File: src/rtl/flash_cmd_pkg.sv
package flash_cmd_pkg;

  typedef enum logic [1:0] {
    MODE_READ = 2'd0,
    MODE_AUTO = 2'd1,
    MODE_BUSY = 2'd2,
    MODE_SUSP = 2'd3
  } devMode_t;

  typedef enum logic [2:0] {
    OP_RESET   = 3'd0,
    OP_AUTOSEL = 3'd1,
    OP_PROG    = 3'd2,
    OP_CHIP    = 3'd3,
    OP_SECTOR  = 3'd4,
    OP_SUSPEND = 3'd5,
    OP_RESUME  = 3'd6
  } opKind_t;

  typedef enum logic [2:0] {
    SQ_IDLE, SQ_U1, SQ_U2, SQ_PW, SQ_E1, SQ_E2, SQ_E3
  } seqState_t;

  // control -> datapath strobes
  typedef struct packed {
    logic latchProg;
    logic latchSector;
    logic suspLoad;
    logic suspTick;
  } ctrlStrobes_t;

  localparam logic [7:0] BYTE_KEY1   = 8'hAA;
  localparam logic [7:0] BYTE_KEY2   = 8'h55;
  localparam logic [7:0] BYTE_IDENT  = 8'h90;
  localparam logic [7:0] BYTE_PROG   = 8'hA0;
  localparam logic [7:0] BYTE_ERASE  = 8'h80;
  localparam logic [7:0] BYTE_CHIP   = 8'h10;
  localparam logic [7:0] BYTE_SECTOR = 8'h30;
  localparam logic [7:0] BYTE_SUSP   = 8'hB0;
  localparam logic [7:0] BYTE_EXIT   = 8'hF0;

endpackage

File: src/rtl/flashCmdCtrl.sv
module flashCmdCtrl
  import flash_cmd_pkg::*;
#(
  parameter int UNLK_W = 12,
  parameter logic [UNLK_W-1:0] KEY_ADDR1 = 12'h555,
  parameter logic [UNLK_W-1:0] KEY_ADDR2 = 12'h2AA
) (
  input  logic              clk,
  input  logic              rstN,
  input  logic              wrValid,
  input  logic [UNLK_W-1:0] unlkAddr,
  input  logic [7:0]        wrData,
  input  logic              opDone,
  input  logic              suspZero,
  output ctrlStrobes_t      strb,
  output logic              opStart,
  output opKind_t           opKind,
  output devMode_t          mode
);

  seqState_t seq, seqN;
  devMode_t  modeN;
  opKind_t   busyOp, busyN, kindN;
  logic      suspPend, pendN, startN;

  logic atKey1, atKey2;
  assign atKey1 = (unlkAddr == KEY_ADDR1);
  assign atKey2 = (unlkAddr == KEY_ADDR2);

  always_comb begin
    seqN   = seq;
    modeN  = mode;
    busyN  = busyOp;
    pendN  = suspPend;
    startN = 1'b0;
    kindN  = opKind;
    strb   = '0;
    unique case (mode)
      MODE_BUSY: begin
        if (opDone) begin
          modeN = MODE_READ;
          pendN = 1'b0;
          seqN  = SQ_IDLE;
        end else if (suspPend) begin
          if (suspZero) begin
            modeN  = MODE_SUSP;
            pendN  = 1'b0;
            startN = 1'b1;
            kindN  = OP_SUSPEND;
          end else begin
            strb.suspTick = 1'b1;
          end
        end else if (wrValid && busyOp == OP_SECTOR && wrData == BYTE_SUSP) begin
          pendN         = 1'b1;
          strb.suspLoad = 1'b1;
        end
      end
      MODE_SUSP: begin
        if (wrValid && wrData == BYTE_SECTOR) begin
          modeN  = MODE_BUSY;
          startN = 1'b1;
          kindN  = OP_RESUME;
        end
      end
      default: begin
        if (wrValid) begin
          if (seq != SQ_PW && wrData == BYTE_EXIT) begin
            modeN  = MODE_READ;
            seqN   = SQ_IDLE;
            startN = 1'b1;
            kindN  = OP_RESET;
          end else begin
            // abort is the default outcome of every step
            seqN  = SQ_IDLE;
            modeN = MODE_READ;
            unique case (seq)
              SQ_IDLE: if (wrData == BYTE_KEY1 && atKey1) begin seqN = SQ_U1; modeN = mode; end
              SQ_U1:   if (wrData == BYTE_KEY2 && atKey2) begin seqN = SQ_U2; modeN = mode; end
              SQ_U2: begin
                if (atKey1 && wrData == BYTE_IDENT) begin
                  modeN  = MODE_AUTO;
                  startN = 1'b1;
                  kindN  = OP_AUTOSEL;
                end else if (atKey1 && wrData == BYTE_PROG) begin
                  seqN = SQ_PW; modeN = mode;
                end else if (atKey1 && wrData == BYTE_ERASE) begin
                  seqN = SQ_E1; modeN = mode;
                end
              end
              SQ_PW: begin
                modeN          = MODE_BUSY;
                busyN          = OP_PROG;
                startN         = 1'b1;
                kindN          = OP_PROG;
                strb.latchProg = 1'b1;
              end
              SQ_E1: if (wrData == BYTE_KEY1 && atKey1) begin seqN = SQ_E2; modeN = mode; end
              SQ_E2: if (wrData == BYTE_KEY2 && atKey2) begin seqN = SQ_E3; modeN = mode; end
              SQ_E3: begin
                if (atKey1 && wrData == BYTE_CHIP) begin
                  modeN  = MODE_BUSY;
                  busyN  = OP_CHIP;
                  startN = 1'b1;
                  kindN  = OP_CHIP;
                end else if (wrData == BYTE_SECTOR) begin
                  modeN            = MODE_BUSY;
                  busyN            = OP_SECTOR;
                  startN           = 1'b1;
                  kindN            = OP_SECTOR;
                  strb.latchSector = 1'b1;
                end
              end
              default: ;
            endcase
          end
        end
      end
    endcase
  end

  always_ff @(posedge clk) begin
    if (!rstN) begin
      seq      <= SQ_IDLE;
      mode     <= MODE_READ;
      busyOp   <= OP_RESET;
      suspPend <= 1'b0;
      opStart  <= 1'b0;
      opKind   <= OP_RESET;
    end else begin
      seq      <= seqN;
      mode     <= modeN;
      busyOp   <= busyN;
      suspPend <= pendN;
      opStart  <= startN;
      opKind   <= kindN;
    end
  end

  // a running program swallows every write
  p_prog_deaf_r8: assert property (@(posedge clk) disable iff (!rstN)
    (mode == MODE_BUSY && busyOp == OP_PROG && !opDone) |=> (mode == MODE_BUSY && !opStart));

  // suspended state is left only by the resume byte
  p_susp_hold_r10: assert property (@(posedge clk) disable iff (!rstN)
    (mode == MODE_SUSP && !(wrValid && wrData == BYTE_SECTOR)) |=> (mode == MODE_SUSP && !opStart));

  // resume is only ever issued out of suspension
  p_resume_src_r10: assert property (@(posedge clk) disable iff (!rstN)
    (opStart && opKind == OP_RESUME) |-> ($past(mode) == MODE_SUSP));

  // entering suspension is announced by the suspend pulse
  p_susp_entry_r9: assert property (@(posedge clk) disable iff (!rstN)
    $rose(mode == MODE_SUSP) |-> (opStart && opKind == OP_SUSPEND));

endmodule

File: src/rtl/flashCmdPath.sv
module flashCmdPath
  import flash_cmd_pkg::*;
#(
  parameter int ADDR_W   = 18,
  parameter int SECT_LSB = 13,
  parameter int CNT_W    = 16,
  localparam int SECT_W  = ADDR_W - SECT_LSB
) (
  input  logic              clk,
  input  logic              rstN,
  input  ctrlStrobes_t      strb,
  input  logic [ADDR_W-1:0] wrAddr,
  input  logic [7:0]        wrData,
  input  logic [CNT_W-1:0]  suspDelay,
  output logic              suspZero,
  output logic [ADDR_W-1:0] opAddr,
  output logic [7:0]        opData,
  output logic [SECT_W-1:0] opSector
);

  logic [CNT_W-1:0] suspCnt;

  always_ff @(posedge clk) begin
    if (!rstN) begin
      opAddr   <= '0;
      opData   <= '0;
      opSector <= '0;
      suspCnt  <= '0;
    end else begin
      if (strb.latchProg) begin
        opAddr <= wrAddr;
        opData <= wrData;
      end
      if (strb.latchSector)
        opSector <= wrAddr[ADDR_W-1:SECT_LSB];
      if (strb.suspLoad)
        suspCnt <= suspDelay;
      else if (strb.suspTick && suspCnt != '0)
        suspCnt <= suspCnt - 1'b1;
    end
  end

  assign suspZero = (suspCnt == '0);

  // the erased sector survives suspend and resume
  p_sector_keep_r10: assert property (@(posedge clk) disable iff (!rstN)
    !strb.latchSector |=> $stable(opSector));

endmodule

File: src/rtl/flashCmdDecoder.sv
module flashCmdDecoder
  import flash_cmd_pkg::*;
#(
  parameter int ADDR_W   = 18,
  parameter int SECT_LSB = 13,
  parameter int CNT_W    = 16,
  parameter int UNLK_W   = 12,
  localparam int SECT_W  = ADDR_W - SECT_LSB
) (
  input  logic              clk,
  input  logic              rstN,
  input  logic              wrValid,
  input  logic [ADDR_W-1:0] wrAddr,
  input  logic [7:0]        wrData,
  input  logic              opDone,
  input  logic [CNT_W-1:0]  suspDelay,
  output logic              opStart,
  output logic [2:0]        opKind,
  output logic [ADDR_W-1:0] opAddr,
  output logic [7:0]        opData,
  output logic [SECT_W-1:0] opSector,
  output logic [1:0]        mode
);

  ctrlStrobes_t strb;
  logic         suspZero;
  opKind_t      kindQ;
  devMode_t     modeQ;

  flashCmdCtrl #(.UNLK_W(UNLK_W)) uCtrl (
    .clk(clk), .rstN(rstN), .wrValid(wrValid),
    .unlkAddr(wrAddr[UNLK_W-1:0]), .wrData(wrData), .opDone(opDone),
    .suspZero(suspZero), .strb(strb), .opStart(opStart),
    .opKind(kindQ), .mode(modeQ)
  );

  flashCmdPath #(.ADDR_W(ADDR_W), .SECT_LSB(SECT_LSB), .CNT_W(CNT_W)) uPath (
    .clk(clk), .rstN(rstN), .strb(strb), .wrAddr(wrAddr), .wrData(wrData),
    .suspDelay(suspDelay), .suspZero(suspZero), .opAddr(opAddr),
    .opData(opData), .opSector(opSector)
  );

  assign opKind = kindQ;
  assign mode   = modeQ;

  // program pulse carries the preceding write
  p_prog_payload_r4: assert property (@(posedge clk) disable iff (!rstN)
    (opStart && opKind == OP_PROG) |-> (opAddr == $past(wrAddr) && opData == $past(wrData)));

  // sector number taken from the erase write's upper address bits
  p_sector_field_r6: assert property (@(posedge clk) disable iff (!rstN)
    (opStart && opKind == OP_SECTOR) |-> (opSector == $past(wrAddr[ADDR_W-1:SECT_LSB])));

endmodule

File: config.mk
export PLATFORM = sky130hd
export DESIGN_NAME = flashCmdDecoder
export DESIGN_NICKNAME = d
export VERILOG_FILES = /design/src/rtl/flash_cmd_pkg.sv /design/src/rtl/flashCmdCtrl.sv /design/src/rtl/flashCmdPath.sv /design/src/rtl/flashCmdDecoder.sv
export SDC_FILE = /design/constraint.sdc
export NUM_CORES = 1
export LEC_CHECK = 0
export BUFFER_PORTS_ARGS = -buffer_cell sky130_fd_sc_hd__buf_2
export CORE_MARGIN = 2
export CORE_UTILIZATION = 45
export CTS_BUF_LIST = sky130_fd_sc_hd__clkbuf_8 sky130_fd_sc_hd__clkbuf_16
export DETAILED_ROUTE_END_ITERATION = 12
export PLACE_DENSITY_LB_ADDON = 0.1
export REMOVE_ABC_BUFFERS = 1
export SYNTH_ARGS = -nofsm -noshare
export SYNTH_HDL_FRONTEND = slang
export SYNTH_SLANG_ARGS = --single-unit
File: constraint.sdc
create_clock -name clk -period 3.2 [get_ports clk]
set_clock_uncertainty 0.15 [all_clocks]
set_input_delay 0.8 -clock clk [delete_from_list [all_inputs] [get_ports clk]]
set_output_delay 0.8 -clock clk [all_outputs]
set_load 0.005 [all_outputs]
## Yosys cells after proc, flatten, opt, wreduce, memory -nomap -nowiden

Cells that the tools add are included.

| storage, ports and cells | value |
|---|---|
| logic and storage cells | 141 |
| bits of input ports | 46 |
| bits in registers | 60 |
| ROM bits | 0 |
| memory bits (writable) | 0 |
| output and inout bits | 37 |
| memories kept | 0 |
| bits in latches | 0 |

| operators by class | value |
|---|---|
| $lt $le $gt $ge | 0 |
| shifts and indexed selects | 0 |
| $add $sub $neg | 1 |
| equality and inequality tests | 35 |
| $mul | 0 |
| bitwise operators | 3 |
| reduce and logical (&&, ||, !) cells | 26 |
| mux-type cells | 66 |
| div/mod/pow operators | 0 |

Operators by type and width:

| operator | number |
|---|---|
| $mux 3 | 17 |
| $eq 8x8->1 const B | 6 |
| $mux 2 | 19 |
| $mux 16 | 2 |
| $mux 1 | 19 |
| $pmux 3 s2 | 3 |
| $logic_not 16->1 | 1 |
| $reduce_and 8->1 | 2 |
| $reduce_bool 16->1 | 1 |
| $sub 16x1->16 const B | 1 |
| $pmux 3 s5 | 1 |
| $eq 12x10->1 const B | 1 |
| $eq 12x11->1 const B | 1 |
| $eq 3x3->1 const B | 4 |
| $ne 6x4->1 const B | 2 |
| $logic_and 1x1->1 | 11 |
| $ne 5x4->1 const B | 2 |
| $pmux 2 s5 | 1 |
| $pmux 3 s3 | 1 |
| $eq 8x5->1 const B | 1 |
| $eq 8x6->1 const B | 1 |
| $eq 8x7->1 const B | 1 |
| $eq 3x2->1 const B | 2 |
| $ne 2x2->1 const B | 3 |
| other kinds (19) | 28 |

## Logic depth before layout (Yosys ltp)

| depth | value |
|---|---|
| depth in word-level cells | 10 |
| gate-level depth with buffers | 7 |
| gate-level depth less buffers | 7 |

## Cells and area by module

From an unflattened synthesis, not the netlist that was laid out.

| unflattened totals | value |
|---|---|
| cells, all modules | 349 |
| area, all modules | 3115.5 um2 |

Modules (own cells, without submodules):

| module | area each (um2) | cells each | sequential area each (um2) | times used |
|---|---|---|---|---|
| flashCmdPath | 2048.2 | 216 | 940.9 | 1 |
| flashCmdCtrl | 1067.3 | 133 | 260.2 | 1 |

## Worst setup path before layout

No wires, ideal clock.

| timing | value |
|---|---|
| path type | input to register |
| from | input wrData[1] |
| to | register uPath.opSector[0] |
| required time | 2.922 ns |
| arrival time | 2.353 ns |
| cell stages on the path | 5 |
| library setup time | 0.128 ns |
| path buffers | 0 |
| slack | 0.570 ns |
| cell sequence | nor4_1 -> nand4_1 -> nor3_2 -> mux2i_1 -> nor2_1 |

| between the ends | value |
|---|---|
| longest elaborated chain between the ends | 7 |
| elaborated cells on any way between the ends | 11 |
| classes of those cells | eq/ne: 3; mux: 6; reduce/logical: 2 |

RTL lines:

| what | RTL line | source |
|---|---|---|
| start, declared | flashCmdDecoder.sv:14 | `input logic [7:0] wrData,` |
| $eq 8x6->1 / $eq 8x5->1 (equally long branches) | flashCmdCtrl.sv:105, flashCmdCtrl.sv:100 |  |
| $mux 1 / $logic_and 1x1->1 (equally long branches) | flashCmdCtrl.sv:105, flashCmdCtrl.sv:100 |  |
| $mux 1 | flashCmdCtrl.sv:100 | `if (atKey1 && wrData == BYTE_CHIP) begin` |
| $mux 1 | flashCmdCtrl.sv:76 | `unique case (seq)` |
| $mux 2 * | flashCmdCtrl.sv:67 | `if (seq != SQ_PW && wrData == BYTE_EXIT) begin` |
| $mux 2 * | flashCmdCtrl.sv:66 | `if (wrValid) begin` |
| $mux 2 * | flashCmdCtrl.sv:38 | `unique case (mode)` |
| end signal, assigned | flashCmdPath.sv:35 | `opSector <= wrAddr[ADDR_W-1:SECT_LSB];` |
| end, declared | flashCmdPath.sv:18 | `output logic [SECT_W-1:0] opSector` |

Every way passes the cells marked *; elsewhere a longest branch is shown, timed or not.
A chain may end at the register's enable or synchronous reset.

## Worst setup path in the final report

| timing | value |
|---|---|
| from | input wrData[4] |
| to | register uCtrl.mode[0] |

| between the ends | value |
|---|---|
| longest elaborated chain between the ends | 7 |
| elaborated cells on any way between the ends | 28 |
| classes of those cells | eq/ne: 13; mux: 6; reduce/logical: 9 |

RTL lines:

| what | RTL line | source |
|---|---|---|
| $eq 8x5->1 / $eq 8x8->1 (equally long branches) | flashCmdCtrl.sv:100, flashCmdCtrl.sv:80 |  |
| $logic_and 1x1->1, on equally long branches | flashCmdCtrl.sv:100, flashCmdCtrl.sv:80 |  |
| $mux 2, on equally long branches | flashCmdCtrl.sv:100, flashCmdCtrl.sv:80 |  |
| $pmux 2 s5 | flashCmdCtrl.sv:76 |  |
| $mux 2 | flashCmdCtrl.sv:67 |  |
| $mux 2 | flashCmdCtrl.sv:66 |  |
| $pmux 2 s2 | flashCmdCtrl.sv:38 |  |
| end signal, assigned | flashCmdCtrl.sv:131 | `mode <= modeN;` |
| end, declared | flashCmdCtrl.sv:18 | `output devMode_t mode` |

Parallel ways exist; a longest one is shown, timed or not. The select of a mux whose other input is x is not followed.

==> flow_metrics.tcl <==
set metrics [dict create \
    antenna_found_initial 0 \
    die-area_mm2 0.007121 \
    fmax_mhz 368.3 \
    p_leak_uw 0.001467 \
    port_buffers 82 \
    slowest_delay_ps 690 \
    total_power_uw 1597 \
    nNetsFinal 494 \
    drt_first_pass_iters 5 \
    num_rows 29 \
    hold_depth 2 \
    crit_family "simple AND/OR/NAND/NOR gates" \
    critical_path_depth 7 \
    r2r_start "uPath.suspCnt[4]" \
    grt-ovfl-total 0 \
    drc 0 \
    finalNonFillerCells 527 \
    max_cap_violations 0 \
    finalSetupViolations 0 \
    grt_pass1_vias 2835 \
    use_met2_pct 37.16 \
    cp-start-kind "primary input" \
    gp_congestion 0.8573 \
    ctsHoldBuffers 0 \
    synth_edf_count 0 \
    fp.dieW_um 84.39 \
    clkTransAtPathRegs_ps 70 \
    p_per_area_mw_per_mm2 439.1 \
    synth-seq-cells 60 \
    layout_commonest_cell "buf_2" \
    critPathBufInv 1 \
    area_growth_pct 25.04 \
    cp-end-kind "flip-flop" \
    cts.sinks 60 \
    cts_tree "done" \
    use_met3_pct 7.276 \
    crit_required_ps 3310 \
    clock_path_buffers 2 \
    rr_endpoint "uPath.suspCnt[14]" \
    grt_max_degree 35 \
    dp.cells 512 \
    synth_top_area_cell "dfxtp_1" \
    cts_resized 0 \
    numCtsBuffers 9 \
    synthCells 360 \
    drv_slew 0 \
    status "completed" \
    dp_hpwl_mm 5.575 \
    avgRoutedWirePerCell_um 14.58 \
    tns_ps 0 \
    grtUsageTotal_pct 22.69 \
    holdPathEnd "uPath.opData[6]" \
    num_io_pins 83 \
    cp_slowest_cell "nor4bb_1" \
    rsz0062_at_grt "no" \
    hold_violations 0 \
    hold_class "flip-flop to flip-flop" \
    drt_iter0_drc 113 \
    clk_latency_ps 330 \
    final_cell_mix "82 x buf_2, 77 x nand2_1, 60 x dfxtp_1" \
    via_per_inst 5.491 \
    r2r_slack_ps 740 \
    cts_root_buf "clkbuf_8" \
    path_class "primary input to flip-flop" \
    syn-cell-area_mm2 0.002908 \
    rr_worst_depth 6 \
    worstMarginPinSlew_ps 740.1 \
    synth_ff_type "dfxtp_1" \
    grt.busiest_layer "met2" \
    relSlewSlack_pct 49.99 \
    synth.distinct_cells 54 \
    htreeDepth 3 \
    vias 2894 \
    antennaDiodeCount 0 \
    avgSynthCellArea_um2 8.077 \
    core_area_mm2 0.006314 \
    design_area_mm2 0.003636 \
    die_h_um 84.39 \
    fin_crit_ps 2715 \
    pre_cts_ws_ps 180.1 \
    drtAntennaViolNets 0 \
    synth_seq_area_share_pct 41.31 \
    holdCritStartpoint "uPath.opData[6]" \
    period_share_pct 84.85 \
    peakVddDrop_uv 341.3 \
    dpl_cell_area_mm2 0.003412 \
    worstPathArrival_ps 2830 \
    synth_top_area_share_pct 41.31 \
    layout-drive-gt1-share_pct 25.78 \
    synthArstFlopShare_pct 0 \
    cp_max_fo 9 \
    start_util_pct 46.06 \
    use_met1_pct 27.87 \
    post_cts_buffers 0 \
    ys_warn_count 0 \
    synth_area_leaders "dfxtp_1 41%, nand2_1 9.9%, a21oi_1 8.3%" \
    worst_slack_ps 484.8 \
    grt_pass1_wl_mm 13.14 \
    critical_path.cell_chain "buf_2 > nor4bb_1 > nand4_1 > nor4_1 > o31ai_1 > o21ai_0 > mux2i_1" \
    finalWirelength_mm 7.682 \
]
tightest hold or removal path, delay by kind of cell (launching register included):
family	cells	cell delay, ps
AO/OA/AOI/OAI	1	50
flip-flops	1	310
AND/OR/NAND/NOR	1	50
power by group:
group / internal, uW / total [uW] / switching [uW]
Combinational: 32.5 / 78.6 / 46.0
Sequential: 747 / 747 / 0.0419
Clock: 475 / 772 / 296
Total: 1250 / 1600 / 342
per-layer routing:
| metal | part of all wire (%) | wire length (um) |
|---|---|---|
| met5 | 0 | 0 |
| met4 | 1.5 | 116 |
| met3 | 7.8 | 599 |
| met2 | 46 | 3542 |
| met1 | 45 | 3423 |
worst max-delay path by stage:
stage / startpoint / endpoint / slack (ps)
finish: wrData[4] / uCtrl.mode[0] / 480
detailed placement: wrData[4] / uCtrl.mode[0] / 180
global placement: wrData[4] / uCtrl.mode[0] / 130
CTS: wrData[4] / uCtrl.mode[0] / 510
global route: wrData[4] / uCtrl.mode[0] / 270
floorplan: wrData[1] / uPath.suspCnt[10] / 330
kinds of logic after synthesis:
family	Yosys count	synth area share, %
xor+xnor	11	3.314
mux	8	2.797
buf+inv	23	3.184
compound gates	95	19.10
flops	60	41.31
simple gates	161	29.43
fa+ha+maj	2	0.8604
metrics by stage:
stage / hold WS, ps / util, %
final: 300.4 / 57.59
after global routing: 317.4 / 57.59
after global placement: 289.0 / 54.04
after CTS: 303.0 / 57.59
after floorplan: 291.5 / -
after detailed placement: 293.4 / 54.04
synthesized netlist by cell type, drive strengths merged, types with 6 or more instances:
cell     n
nor2    24
nand3    6
nand2   77
inv      8
a21oi   48
xnor2    9
nor4bb   7
o21ai   18
mux2i    7
clkbuf  14
dfxtp   60
nand4    7
state kept, by name (all words and copies together) (netlist names), 2 cells and up:
register and flops:
uCtrl.busyOp 3, uCtrl.opKind 3, uPath.opAddr 18, uPath.opSector 5, uPath.suspCnt 16, uPath.opData 8
uCtrl.mode 2, uCtrl.seq 3
layout make-up:
type,count,area (um^2)
Fill cell,635,2678
Multi-Input combinational cell,277,1614
Sequential cell,60,1201
Timing Repair Buffer,90,470.5
Clock buffer,11,151.4
Tap cell,77,96.34
Clock inverter,4,72.57
Inverter,8,30.03
Note: power is estimated with default switching activity, not from simulation.
